[src/rtl/cfg_addr_pkg.sv]
package cfg_addr_pkg;
  // Width of the offset inside the configuration window (16 MB)
  localparam int WIN_W     = 24;
  // Width of the map word
  localparam int MAP_W     = 16;
  // PCI address bit represented by map word bit 0
  localparam int MAP_SHIFT = 16;
  // Lowest PCI address bit used for type 0 device select
  localparam int DEV_LSB   = 11;
  // Slot and function field widths inside devfn
  localparam int SLOT_W    = 5;
  localparam int FUNC_W    = 3;
  localparam int FIELD_W   = 8;
  // Cycle type code for configuration accesses, placed in map bits 3:1
  localparam logic [2:0] CYC_CONFIG = 3'b101;

  typedef struct packed {
    logic [WIN_W-1:0] win;
    logic [MAP_W-1:0] map;
    logic             err;
  } cfg_result_t;
endpackage

[src/rtl/cfg_range_check.sv]
module cfg_range_check #(
  parameter int ID_W        = 10,
  parameter int FIELD_LIMIT = 255
) (
  input  logic [ID_W-1:0] bus_i,
  input  logic [ID_W-1:0] devfn_i,
  input  logic [ID_W-1:0] offset_i,
  output logic            range_err_o
);
  localparam int NFIELD = 3;

  logic [NFIELD-1:0][ID_W-1:0] fields;
  logic [NFIELD-1:0]           over;

  assign fields = {bus_i, devfn_i, offset_i};

  for (genvar f = 0; f < NFIELD; f++) begin : g_field
    assign over[f] = fields[f] > ID_W'(FIELD_LIMIT);
  end

  assign range_err_o = |over;
endmodule

[src/rtl/cfg_type0_build.sv]
module cfg_type0_build
  import cfg_addr_pkg::*;
#(
  parameter int SPLIT_SLOT = 12,
  parameter int TOP_SLOT   = 20
) (
  input  logic [FIELD_W-1:0] devfn_i,
  input  logic [FIELD_W-1:0] offset_i,
  output logic [WIN_W-1:0]   win_o,
  output logic [MAP_W-1:0]   map_o,
  output logic               slot_err_o
);
  localparam int NSEL = TOP_SLOT + 1;

  logic [SLOT_W-1:0] slot;
  logic [FUNC_W-1:0] func;
  logic [NSEL-1:0]   sel;
  logic [WIN_W-1:0]  win_dev;
  logic [MAP_W-1:0]  map_dev;

  assign slot = devfn_i[FUNC_W +: SLOT_W];
  assign func = devfn_i[FUNC_W-1:0];

  // One decoder output per slot that can be encoded
  for (genvar s = 0; s < NSEL; s++) begin : g_sel
    assign sel[s] = (slot == SLOT_W'(s));
  end

  // Low slots land in the window offset at bit slot+DEV_LSB
  for (genvar b = 0; b < WIN_W; b++) begin : g_win
    if (b >= DEV_LSB && (b - DEV_LSB) <= SPLIT_SLOT) begin : g_dev
      assign win_dev[b] = sel[b - DEV_LSB];
    end else begin : g_zero
      assign win_dev[b] = 1'b0;
    end
  end

  // High slots land in the map word; map bit b is PCI address bit b+MAP_SHIFT
  for (genvar b = 0; b < MAP_W; b++) begin : g_map
    localparam int SLOT_OF_B = b + MAP_SHIFT - DEV_LSB;
    if (SLOT_OF_B > SPLIT_SLOT && SLOT_OF_B <= TOP_SLOT) begin : g_dev
      assign map_dev[b] = sel[SLOT_OF_B];
    end else begin : g_zero
      assign map_dev[b] = 1'b0;
    end
  end

  assign slot_err_o = slot > SLOT_W'(TOP_SLOT);

  always_comb begin
    win_o = win_dev;
    win_o[FIELD_W +: FUNC_W] = func;
    win_o[FIELD_W-1:0]       = offset_i;
    map_o = map_dev;
    map_o[3:1] = CYC_CONFIG;
    map_o[0]   = 1'b0;
  end
endmodule

[src/rtl/cfg_type1_build.sv]
module cfg_type1_build
  import cfg_addr_pkg::*;
(
  input  logic [FIELD_W-1:0] bus_i,
  input  logic [FIELD_W-1:0] devfn_i,
  input  logic [FIELD_W-1:0] offset_i,
  output logic [WIN_W-1:0]   win_o,
  output logic [MAP_W-1:0]   map_o
);
  always_comb begin
    win_o = '0;
    win_o[2*FIELD_W +: FIELD_W] = bus_i;
    win_o[FIELD_W   +: FIELD_W] = devfn_i;
    win_o[0         +: FIELD_W] = offset_i;
    map_o = '0;
    map_o[3:1] = CYC_CONFIG;
    map_o[0]   = 1'b1;
  end
endmodule

[src/rtl/cfg_addr_gen.sv]
module cfg_addr_gen
  import cfg_addr_pkg::*;
#(
  parameter int ID_W        = 10,
  parameter int FIELD_LIMIT = 255,
  parameter int SPLIT_SLOT  = 12,
  parameter int TOP_SLOT    = 20
) (
  input  logic                   clk,
  input  logic                   rst,
  input  logic                   req_valid,
  input  logic [ID_W-1:0]        req_bus,
  input  logic [ID_W-1:0]        req_devfn,
  input  logic [ID_W-1:0]        req_offset,
  output logic [WIN_W-1:0]       win_offset,
  output logic [MAP_W-1:0]       map_word,
  output logic                   done,
  output logic                   err
);
  logic             range_err;
  logic             slot_err;
  logic             is_type0;
  logic [WIN_W-1:0] t0_win, t1_win;
  logic [MAP_W-1:0] t0_map, t1_map;
  cfg_result_t      nxt, res_q;
  logic             done_q;

  cfg_range_check #(.ID_W(ID_W), .FIELD_LIMIT(FIELD_LIMIT)) u_range (
    .bus_i      (req_bus),
    .devfn_i    (req_devfn),
    .offset_i   (req_offset),
    .range_err_o(range_err)
  );

  cfg_type0_build #(.SPLIT_SLOT(SPLIT_SLOT), .TOP_SLOT(TOP_SLOT)) u_t0 (
    .devfn_i   (req_devfn[FIELD_W-1:0]),
    .offset_i  (req_offset[FIELD_W-1:0]),
    .win_o     (t0_win),
    .map_o     (t0_map),
    .slot_err_o(slot_err)
  );

  cfg_type1_build u_t1 (
    .bus_i   (req_bus[FIELD_W-1:0]),
    .devfn_i (req_devfn[FIELD_W-1:0]),
    .offset_i(req_offset[FIELD_W-1:0]),
    .win_o   (t1_win),
    .map_o   (t1_map)
  );

  assign is_type0 = (req_bus == '0);

  always_comb begin
    nxt.err = range_err | (is_type0 & slot_err);
    if (nxt.err) begin
      nxt.win = '0;
      nxt.map = '0;
    end else if (is_type0) begin
      nxt.win = t0_win;
      nxt.map = t0_map;
    end else begin
      nxt.win = t1_win;
      nxt.map = t1_map;
    end
  end

  always_ff @(posedge clk) begin
    if (rst) begin
      res_q  <= '0;
      done_q <= 1'b0;
    end else begin
      done_q <= req_valid;
      if (req_valid) res_q <= nxt;
    end
  end

  assign win_offset = res_q.win;
  assign map_word   = res_q.map;
  assign err        = res_q.err;
  assign done       = done_q;

  AST_DONE_AFTER_REQ: assert property (@(posedge clk) disable iff (rst)
    req_valid |=> done);
  AST_NO_SPURIOUS_DONE: assert property (@(posedge clk) disable iff (rst)
    !req_valid |=> !done);
  AST_TYPE_FROM_BUS: assert property (@(posedge clk) disable iff (rst)
    req_valid && !range_err |=> err || (map_word[0] == ($past(req_bus) != '0)));
  AST_SINGLE_SELECT: assert property (@(posedge clk) disable iff (rst)
    done && !err && !map_word[0] |->
      $countones({map_word[MAP_W-1:4], win_offset[WIN_W-1:DEV_LSB]}) == 1);
  AST_CONFIG_CODE: assert property (@(posedge clk) disable iff (rst)
    done && !err |-> map_word[3:1] == CYC_CONFIG);
  AST_ERR_ZEROES: assert property (@(posedge clk) disable iff (rst)
    err |-> win_offset == '0 && map_word == '0);
  AST_RANGE_ERR: assert property (@(posedge clk) disable iff (rst)
    req_valid && range_err |=> err);
  AST_HOLD_IDLE: assert property (@(posedge clk) disable iff (rst)
    !req_valid |=> $stable(win_offset) && $stable(map_word) && $stable(err));
endmodule

[config.mk]
export PLATFORM = sky130hd
export DESIGN_NAME = cfg_addr_gen
export DESIGN_NICKNAME = d
export VERILOG_FILES = /design/src/rtl/cfg_addr_pkg.sv /design/src/rtl/cfg_range_check.sv /design/src/rtl/cfg_type0_build.sv /design/src/rtl/cfg_type1_build.sv /design/src/rtl/cfg_addr_gen.sv
export SDC_FILE = /design/constraint.sdc
export NUM_CORES = 1
export LEC_CHECK = 0
export CAP_MARGIN = 40
export CORE_ASPECT_RATIO = 1.75
export CORE_MARGIN = 3
export CORE_UTILIZATION = 40
export DETAILED_ROUTE_END_ITERATION = 16
export PLACE_DENSITY = 0.86
export SYNTH_ARGS = -nofsm -noshare
export SYNTH_HDL_FRONTEND = slang
export SYNTH_SLANG_ARGS = --single-unit
[constraint.sdc]
create_clock -name clk -period 2.1 [get_ports clk]
set_input_delay 0.21 -clock clk [delete_from_list [all_inputs] [get_ports clk]]
set_output_delay 0.21 -clock clk [all_outputs]
set_load 0.03 [all_outputs]
======== Yosys cells after proc, flatten, opt, wreduce, memory -nomap -nowiden ========
Index checks and enable logic that the tools add are counted.
cells by class
  $lt $le $gt $ge ......................... 4
  equality and inequality tests ........... 20
  mux-type cells .......................... 2
  bitwise gates (word level) .............. 2
  reductions and logical operators ........ 3
operators with widths
  operator               number
  $mux W40               2
  $eq A5 B4 Y1 const B   8
  $gt A10 B8 Y1 const B  3
  $eq A5 B5 Y1 const B   5
  $eq A5 B3 Y1 const B   4
  $eq A5 B2 Y1 const B   2
  $logic_not A10 Y1      1
  $eq A5 B1 Y1 const B   1
  $gt A5 B5 Y1 const B   1
  $logic_not A5 Y1       1
  $reduce_or A3 Y1       1
  $and A1 B1 Y1          1
  $or A1 B1 Y1           1
storage, ports and cells
  flip-flop bits (word level) ............. 42
  input bits .............................. 33
  output and inout port bits .............. 42
  word-level logic and storage cells ...... 35

======== Depth between registers and ports, before layout ========
Gate-level depths: netlist (run 1).
  depth after elaboration ................. 4
  gate-level depth with buffers ........... 6
  gate-level depth less buffers ........... 4

======== By module ========
Synthesis (run 1) repeated with hierarchy kept, for this count alone.
second synthesis, totals
  cell total of the unflattened synthesis .. 290
  area total of the unflattened synthesis .. 2,592.5 µm²
by module, submodules not included
  module           times used  cells an instance  area each (µm²)  seq. area each (µm²)
  cfg_addr_gen     1           187                1,928.1          840.8
  cfg_type0_build  1           58                 342.8            0.0
  cfg_type1_build  1           42                 307.8            0.0
  cfg_range_check  1           3                  13.8             0.0

======== Worst setup path before layout (run 1) ========
Ideal clock, no wire load.
  path kind ............................... input to register
  start point ............................. in req_bus[6]
  end point ............................... reg res_q (netlist bit map_word[10])
  library setup time ...................... 0.070 ns
  arrival ................................. 1.770 ns
  required time ........................... 2.030 ns
  path slack .............................. 0.259 ns
  stages on the path ...................... 4
  path buffers ............................ 0
  cells stage by stage .................... or4_4 or3_4 or4_1 a21oi_1
on the way
  cells in the longest elaborated chain, start to end .. 4
  elaborated cells on any way between the ends .. 7
  those cells by class .................... 1 x order compare; 2 x mux; 2 x bitwise; 2 x reduce/logical
ends and longest elaborated chain
  item                                                       RTL line                                   text
  start: declaration                                         cfg_addr_gen.sv:12                         input logic [ID_W-1:0] req_bus,
  $gt A10 B8 Y1 / $logic_not A10 Y1 (equally long branches)  cfg_range_check.sv:18, cfg_addr_gen.sv:51
  $reduce_or A3 Y1 / $and A1 B1 Y1 (equally long branches)   cfg_range_check.sv:21, cfg_addr_gen.sv:54
  $or A1 B1 Y1                                               cfg_addr_gen.sv:54                         nxt.err = range_err | (is_type0 & slot_err);
  $mux W40 *                                                 cfg_addr_gen.sv:55                         if (nxt.err) begin
  end signal: assignment                                     cfg_addr_gen.sv:73                         if (req_valid) res_q <= nxt;
  end: declaration                                           cfg_addr_gen.sv:25                         cfg_result_t nxt, res_q;
Every way passes the cells marked *; elsewhere a longest branch is shown, timed or not.
A chain may end at the register's enable or synchronous reset.

======== Worst setup path after layout (run 1) ========
  start point ............................. in req_bus[1]
  end point ............................... reg res_q (netlist bit map_word[8])
The elaborated chain is that of the path after synthesis.

==> flow_summary.ini, run 1 <==
[outcome]
status = complete, no violations

[cts]
cts_tree = yes
clock-sinks = 36
cts_buffers = 5
clk-insertion-delay-late_ns = 0.29
postCtsSetupBuffers = 0
clockRootBuffer = clkbuf_8
post_cts_resized = 0
h-tree-depth = 2
path_clk_slew_ns = 0.06
clock_path_buffers = 2
hold_buffers = 0

[placement]
place_congestion = 0.902
dpl.hpwl_um = 3420
dp.cells = 292
port_buffers = 69
pre_cts_ws_ns = -0.250

[logic_synthesis]
async_flop_share_pct = 0
syn_area_per_cell_um2 = 8.93
syn-instance-count = 171
yosys.area_share.adder_pct = 0
synth_top_area_share_pct = 47.2
yosysWarnings = 0
ys_dominant_reg_cell = dfxtp_1
yosys.area_share.simple_pct = 23.5
synth_compound_area_share_pct = 20.0
syn_area_um2 = 1530
synth.top_cells.by_area = dfxtp_1, a22o_1, nand2_1, a21oi_1, o21ai_0
synth-edff-count = 0
ys_types = 37
ys_seq_area_share_pct = 47.2
synth_top_family_by_area = simple AND/OR/NAND/NOR gates
synth_xor_area_share_pct = 0
yosysTopAreaCell = dfxtp_1
ys_ff_latch = 36
synthMuxAreaShare_pct = 2.62

[timing]
fmax_ghz = 0.483
finalCritPeriodShare_pct = 98.5
drv_slew = 0
setup_viol = 0
hold_violations = 0
grt_setup_unrepaired = false
worst_slack_ns = 0.0316
period_minus_slack_ns = 2.07
skew_ns = 0
fin_tns_setup_ns = 0

[worst_setup_path]
r2r_start = map_word[3]
r2r-end = map_word[3]
worstPathArrival_ns = 2.28
cp_slowest_cell = or4_4
cp_data_required_time_ns = 2.32
crit_family = simple AND/OR/NAND/NOR gates
crit_type = in -> reg
crit_buf_inv = 1
worstRegToRegCells = 2
critPathLaunchType = primary input
endpoint_kind = flop
ff2ff_setup_slack_ns = 1.37
cpPeakStageDelay_ns = 0.59
crit_chain = clkdlybuf4s50_1 > or4_4 > or3_4 > or4_1 > a21oi_1
crit_path_max_fanout = 5

[layout]
drive_gt1_share_pct = 13.4
nets = 286
diodes = 0
final_core_util_pct = 66.6
fin_cells = 299
synthToLayoutAreaGrowth_pct = 60.0

[pwr]
p_total_mw = 1.38
leakage_nw = 0.897
irDropWorstVdd_uv = 582
powerDensity_nw_per_um2 = 566

[global_routing]
grt_max_degree = 24
gr-total-overflow = 0
globalRouteTotalUtil_pct = 20.3
grt_pass1_vias = 1546
grt-busiest-layer = met2
grt_pass1_wl_um = 7050
grtUsageMet1_pct = 21.8
globalRouteMet2Util_pct = 36.8
antenna_found_initial = 0
grt_use_met3_pct = 4.43

[min_path]
hold_depth = 2
hp-start = win_offset[22]
whs_endpoint = win_offset[22]
hold_class = reg -> reg

[die]
die_w_um = 52.7
io_pins = 75
initial_utilization_pct = 41.7
dieArea_um2 = 4620
fp.coreArea_um2 = 3660
die_y_um = 87.7
rows = 29

[routing]
drtIter0Drc = 53
wl_per_cell_um = 14.9
drt_pass1_iterations = 4
ant_nets = 0
drc = 0
via_per_inst = 5.21
routed_wl_um = 4470
vias = 1559

[flow_run]
maxCapViolations = 0
-- metal layers --
layer / part of all wire, % / vias up / routed length (um)
met5: 0 / - / 0
met1: 37 / 724 / 1670
met3: 5.8 / 10 / 257
met2: 55 / 63 / 2440
met4: 2.0 / 0 / 91
li1: - / 762 / -
-- worst max-delay path by stage --
stage               cells past startpoint  slack [ns]        from      endpoint
floorplan                               4        0.26  req_bus[6]  map_word[10]
finish                                  5        0.03  req_bus[1]   map_word[8]
global route                            5       0.008  req_bus[5]   map_word[8]
global placement                        5       -0.22  req_bus[6]   map_word[9]
CTS                                     5        0.05  req_bus[6]   map_word[8]
detailed placement                      5       -0.25  req_bus[6]   map_word[8]
-- kinds of logic after synthesis --
family | count (synthesis)
other | 1
multiplexers | 4
buffers and inverters | 19
flip-flops | 36
AO/OA/AOI/OAI | 47
AND/OR/NAND/NOR | 64
-- report_power, final --
part           switching, mW  internal (mW)  leakage, nW
Clock                  0.232          0.292       0.0503
Sequential           0.00162          0.686        0.291
Combinational         0.0830         0.0883        0.556
Total                  0.316           1.07        0.897
-- final cells by class --
cell class | count | area [um^2]
Inverter | 3 | 11.3
Sequential cell | 36 | 721
Clock buffer | 7 | 96.3
Multi-Input combinational cell | 120 | 731
Timing Repair Buffer | 87 | 826
Tap cell | 46 | 57.6
Fill cell | 304 | 1220
-- flip-flops by register name, summed over array words and instances (netlist names) --
signal	cells
err	1
map_word	10
win_offset	24
done	1
-- layout by cell type (no fill, tap or decap), types with 3 or more instances in the layout --
cell / n
nor3_1: 4
a31oi_1: 4
a21oi_1: 13
nand2_1: 23
inv_1: 3
buf_4: 18
nor2_1: 9
nand4_1: 4
dfxtp_1: 36
clkbuf_8: 7
or4_4: 3
conb_1: 5
mux2i_1: 4
nor2b_1: 4
clkdlybuf4s50_1: 69
a22o_1: 11
o21ai_0: 11
-- synthesized netlist by cell type (all sizes together), types with 3 or more instances --
| master | instances |
|---|---|
| a21oi | 14 |
| a22o | 11 |
| a31oi | 4 |
| buf | 9 |
| clkbuf | 7 |
| dfxtp | 36 |
| inv | 3 |
| mux2i | 4 |
| nand2 | 23 |
| nand4 | 4 |
| nor2 | 9 |
| nor2b | 4 |
| nor3 | 5 |
| o21ai | 11 |
| or3 | 3 |
| or4 | 5 |
-- stage by stage --
stage	hold WS, ns	cell area (um^2)
final	0.456	2440
after global routing	0.484	2440
after CTS	0.457	2430
after detailed placement	0.443	2340
after global placement	0.432	2340
after floorplan	0.343	1540
-- worst min-delay path: stages (launching register included) --
cell,delay [ns]
dfxtp_1,0.32
nand2_1,0.05
o21ai_0,0.06
Note: power is estimated with default switching activity, not from simulation.
==> inputs of run 2 (changes only) <==
- CORE_UTILIZATION: 40 -> 48
- PLACE_DENSITY: 0.86 -> 0.87
- SYNTH_HIERARCHICAL: default -> 1
==> run 2 against run 1 <==
  * Routed wire length grew 19%
  * Fmax up 24%
  * Sequential cell count grew 6
  * Combinational power increased by 13%
==> flow_summary.ini, run 2 <==
[cts]
clock-sinks = 42
clock_path_buffers = 2
postCtsSetupBuffers = 0
hold_buffers = 0
cts_tree = yes
cts_buffers = 5
path_clk_slew_ns = 0.09
clockRootBuffer = clkbuf_8
clk-insertion-delay-late_ns = 0.29
post_cts_resized = 0
h-tree-depth = 2

[worst_setup_path]
worstPathArrival_ns = 1.86
cpPeakStageDelay_ns = 0.50
critPathLaunchType = primary input
cp_slowest_cell = clkdlybuf4s50_1
cp_data_required_time_ns = 2.29
crit_path_max_fanout = 33
endpoint_kind = flop
crit_type = in -> reg
crit_chain = clkdlybuf4s50_1 > nor4_4 > nand3_2 > buf_12 > mux2i_1 > o21ai_2

[timing]
setup_viol = 0
grt_setup_unrepaired = false
finalCritPeriodShare_pct = 79.6
fmax_ghz = 0.598
period_minus_slack_ns = 1.67
fin_tns_setup_ns = 0
skew_ns = 0
drv_slew = 0
hold_violations = 0

[global_routing]
grt_max_degree = 34
grt-busiest-layer = met2
gr-total-overflow = 0
grtUsageMet1_pct = 21.2
antenna_found_initial = 0
globalRouteMet2Util_pct = 31.7
grt_use_met3_pct = 3.11
grt_pass1_vias = 1856
grt_pass1_wl_um = 8710
globalRouteTotalUtil_pct = 18.2

[layout]
synthToLayoutAreaGrowth_pct = 21.7
multi_input_area_um2 = 1290
finish.instance_area_um2 = 3160
largest_reg_flops = 24
nFillCells = 443
final_cell_mix = clkdlybuf4s50_1, nand2_1, dfxtp_1
nets = 359
final_common_cell = clkdlybuf4s50_1
diodes = 0
seq_area_um2 = 841
drive_gt1_share_pct = 19.3

[logic_synthesis]
ys_dominant_reg_cell = dfxtp_1
synth_compound_area_share_pct = 14.4
ys_types = 25
ys_ff_latch = 42
yosysTopAreaCell = dfxtp_1
ys_seq_area_share_pct = 32.4
async_flop_share_pct = 0
syn_area_per_cell_um2 = 8.94
syn_area_um2 = 2590
yosys.area_share.simple_pct = 15.8
yosysMostFrequentCell = buf_4
synth_xor_area_share_pct = 0
yosysWarnings = 6
synthMuxAreaShare_pct = 15.4
yosys.area_share.adder_pct = 0
syn-instance-count = 290
synth.top_cells.by_area = dfxtp_1, buf_4, mux2i_1, o21ai_2, nand2_1
synth-edff-count = 0
synth_top_family_by_area = buffers and inverters
synth_top_area_share_pct = 32.4
synth_common_cells = buf_4, dfxtp_1, nand2_1

[pwr]
leakage_nw = 1.46
p_total_mw = 1.67
powerDensity_nw_per_um2 = 528
irDropWorstVdd_uv = 405

[die]
die_y_um = 103
initial_utilization_pct = 50.8
io_pins = 75
fp.coreArea_um2 = 5100
die_w_um = 61.6
dieArea_um2 = 6350
rows = 34

[placement]
dpl.hpwl_um = 4040
place_congestion = 0.857
post_dp_cell_area_um2 = 3040
port_buffers = 74

[routing]
vias = 1895
routed_wl_um = 5310
wl_per_cell_um = 13.9
drtIter0Drc = 38
ant_nets = 0
via_per_inst = 4.97
drc = 0
drt_pass1_iterations = 4

[min_path]
hold_class = reg -> reg

[flow_run]
maxCapViolations = 0

[outcome]
status = complete, no violations
==> run 2: cell count changes after synthesis, sizes merged, moves of 9 or more <==
cell	change
mux2i	+36
a21oi	-14
nand2	+19
o21ai	+31
buf	+60
a22o	-11
nor2	+9
==> run 2: cell families after synthesis <==
kind of cell / Yosys count
mux: 40
compound gates: 43
simple gates: 85
other cells: 4
flops: 42
buf+inv: 76
==> run 2: layout make-up <==
class / instances / area share (%)
clock buffer: 5 / 2.18
clock inverter: 3 / 1.55
multi-input combinational: 192 / 40.8
tap: 54 / 2.14
inverter: 2 / 0.238
timing repair buffer: 83 / 26.4
sequential: 42 / 26.6
==> run 2: final timing paths <==
kind	from	end	slack (ns)	cells past startpoint
worst max register to register	map_word[3]	map_word[3]	1.53	2
worst min-delay path	map_word[0]	map_word[0]	0.45	2
worst min register to register	map_word[0]	map_word[0]	0.45	2
worst max-delay path	req_bus[0]	win_offset[17]	0.43	6
==> run 2: routing by layer <==
| layer | vias up | wire [um] |
|---|---|---|
| li1 | 965 | - |
| met4 | 0 | 162 |
| met1 | 862 | 1970 |
| met5 | - | 0 |
| met3 | 15 | 189 |
| met2 | 53 | 2990 |
==> run 2: report_power, final <==
group | internal [mW] | switching [mW]
Combinational | 0.0948 | 0.0989
Clock | 0.362 | 0.307
Sequential | 0.800 | 0.00210
Total | 1.26 | 0.408
==> run 2: metrics by stage <==
step / setup slack (ns) / utilization [%] / hold WS (ns) / instances
3_5_place_dp: 0.163 / 59.5 / 0.441 / 373
6_report: 0.428 / 61.8 / 0.455 / 381
5_1_grt: 0.360 / 61.8 / 0.473 / 381
4_1_cts: 0.430 / 61.8 / 0.461 / 381
3_3_place_gp: 0.174 / 59.5 / 0.437 / 373
2_1_floorplan: 0.850 / - / 0.282 / 310
==> run 2: worst max-delay path: cells and delay by family <==
kind                   cells  cell delay [ns]
multiplexers               1             0.32
AND/OR/NAND/NOR            2             0.52
buffers and inverters      2             0.74
AO/OA/AOI/OAI              1             0.07
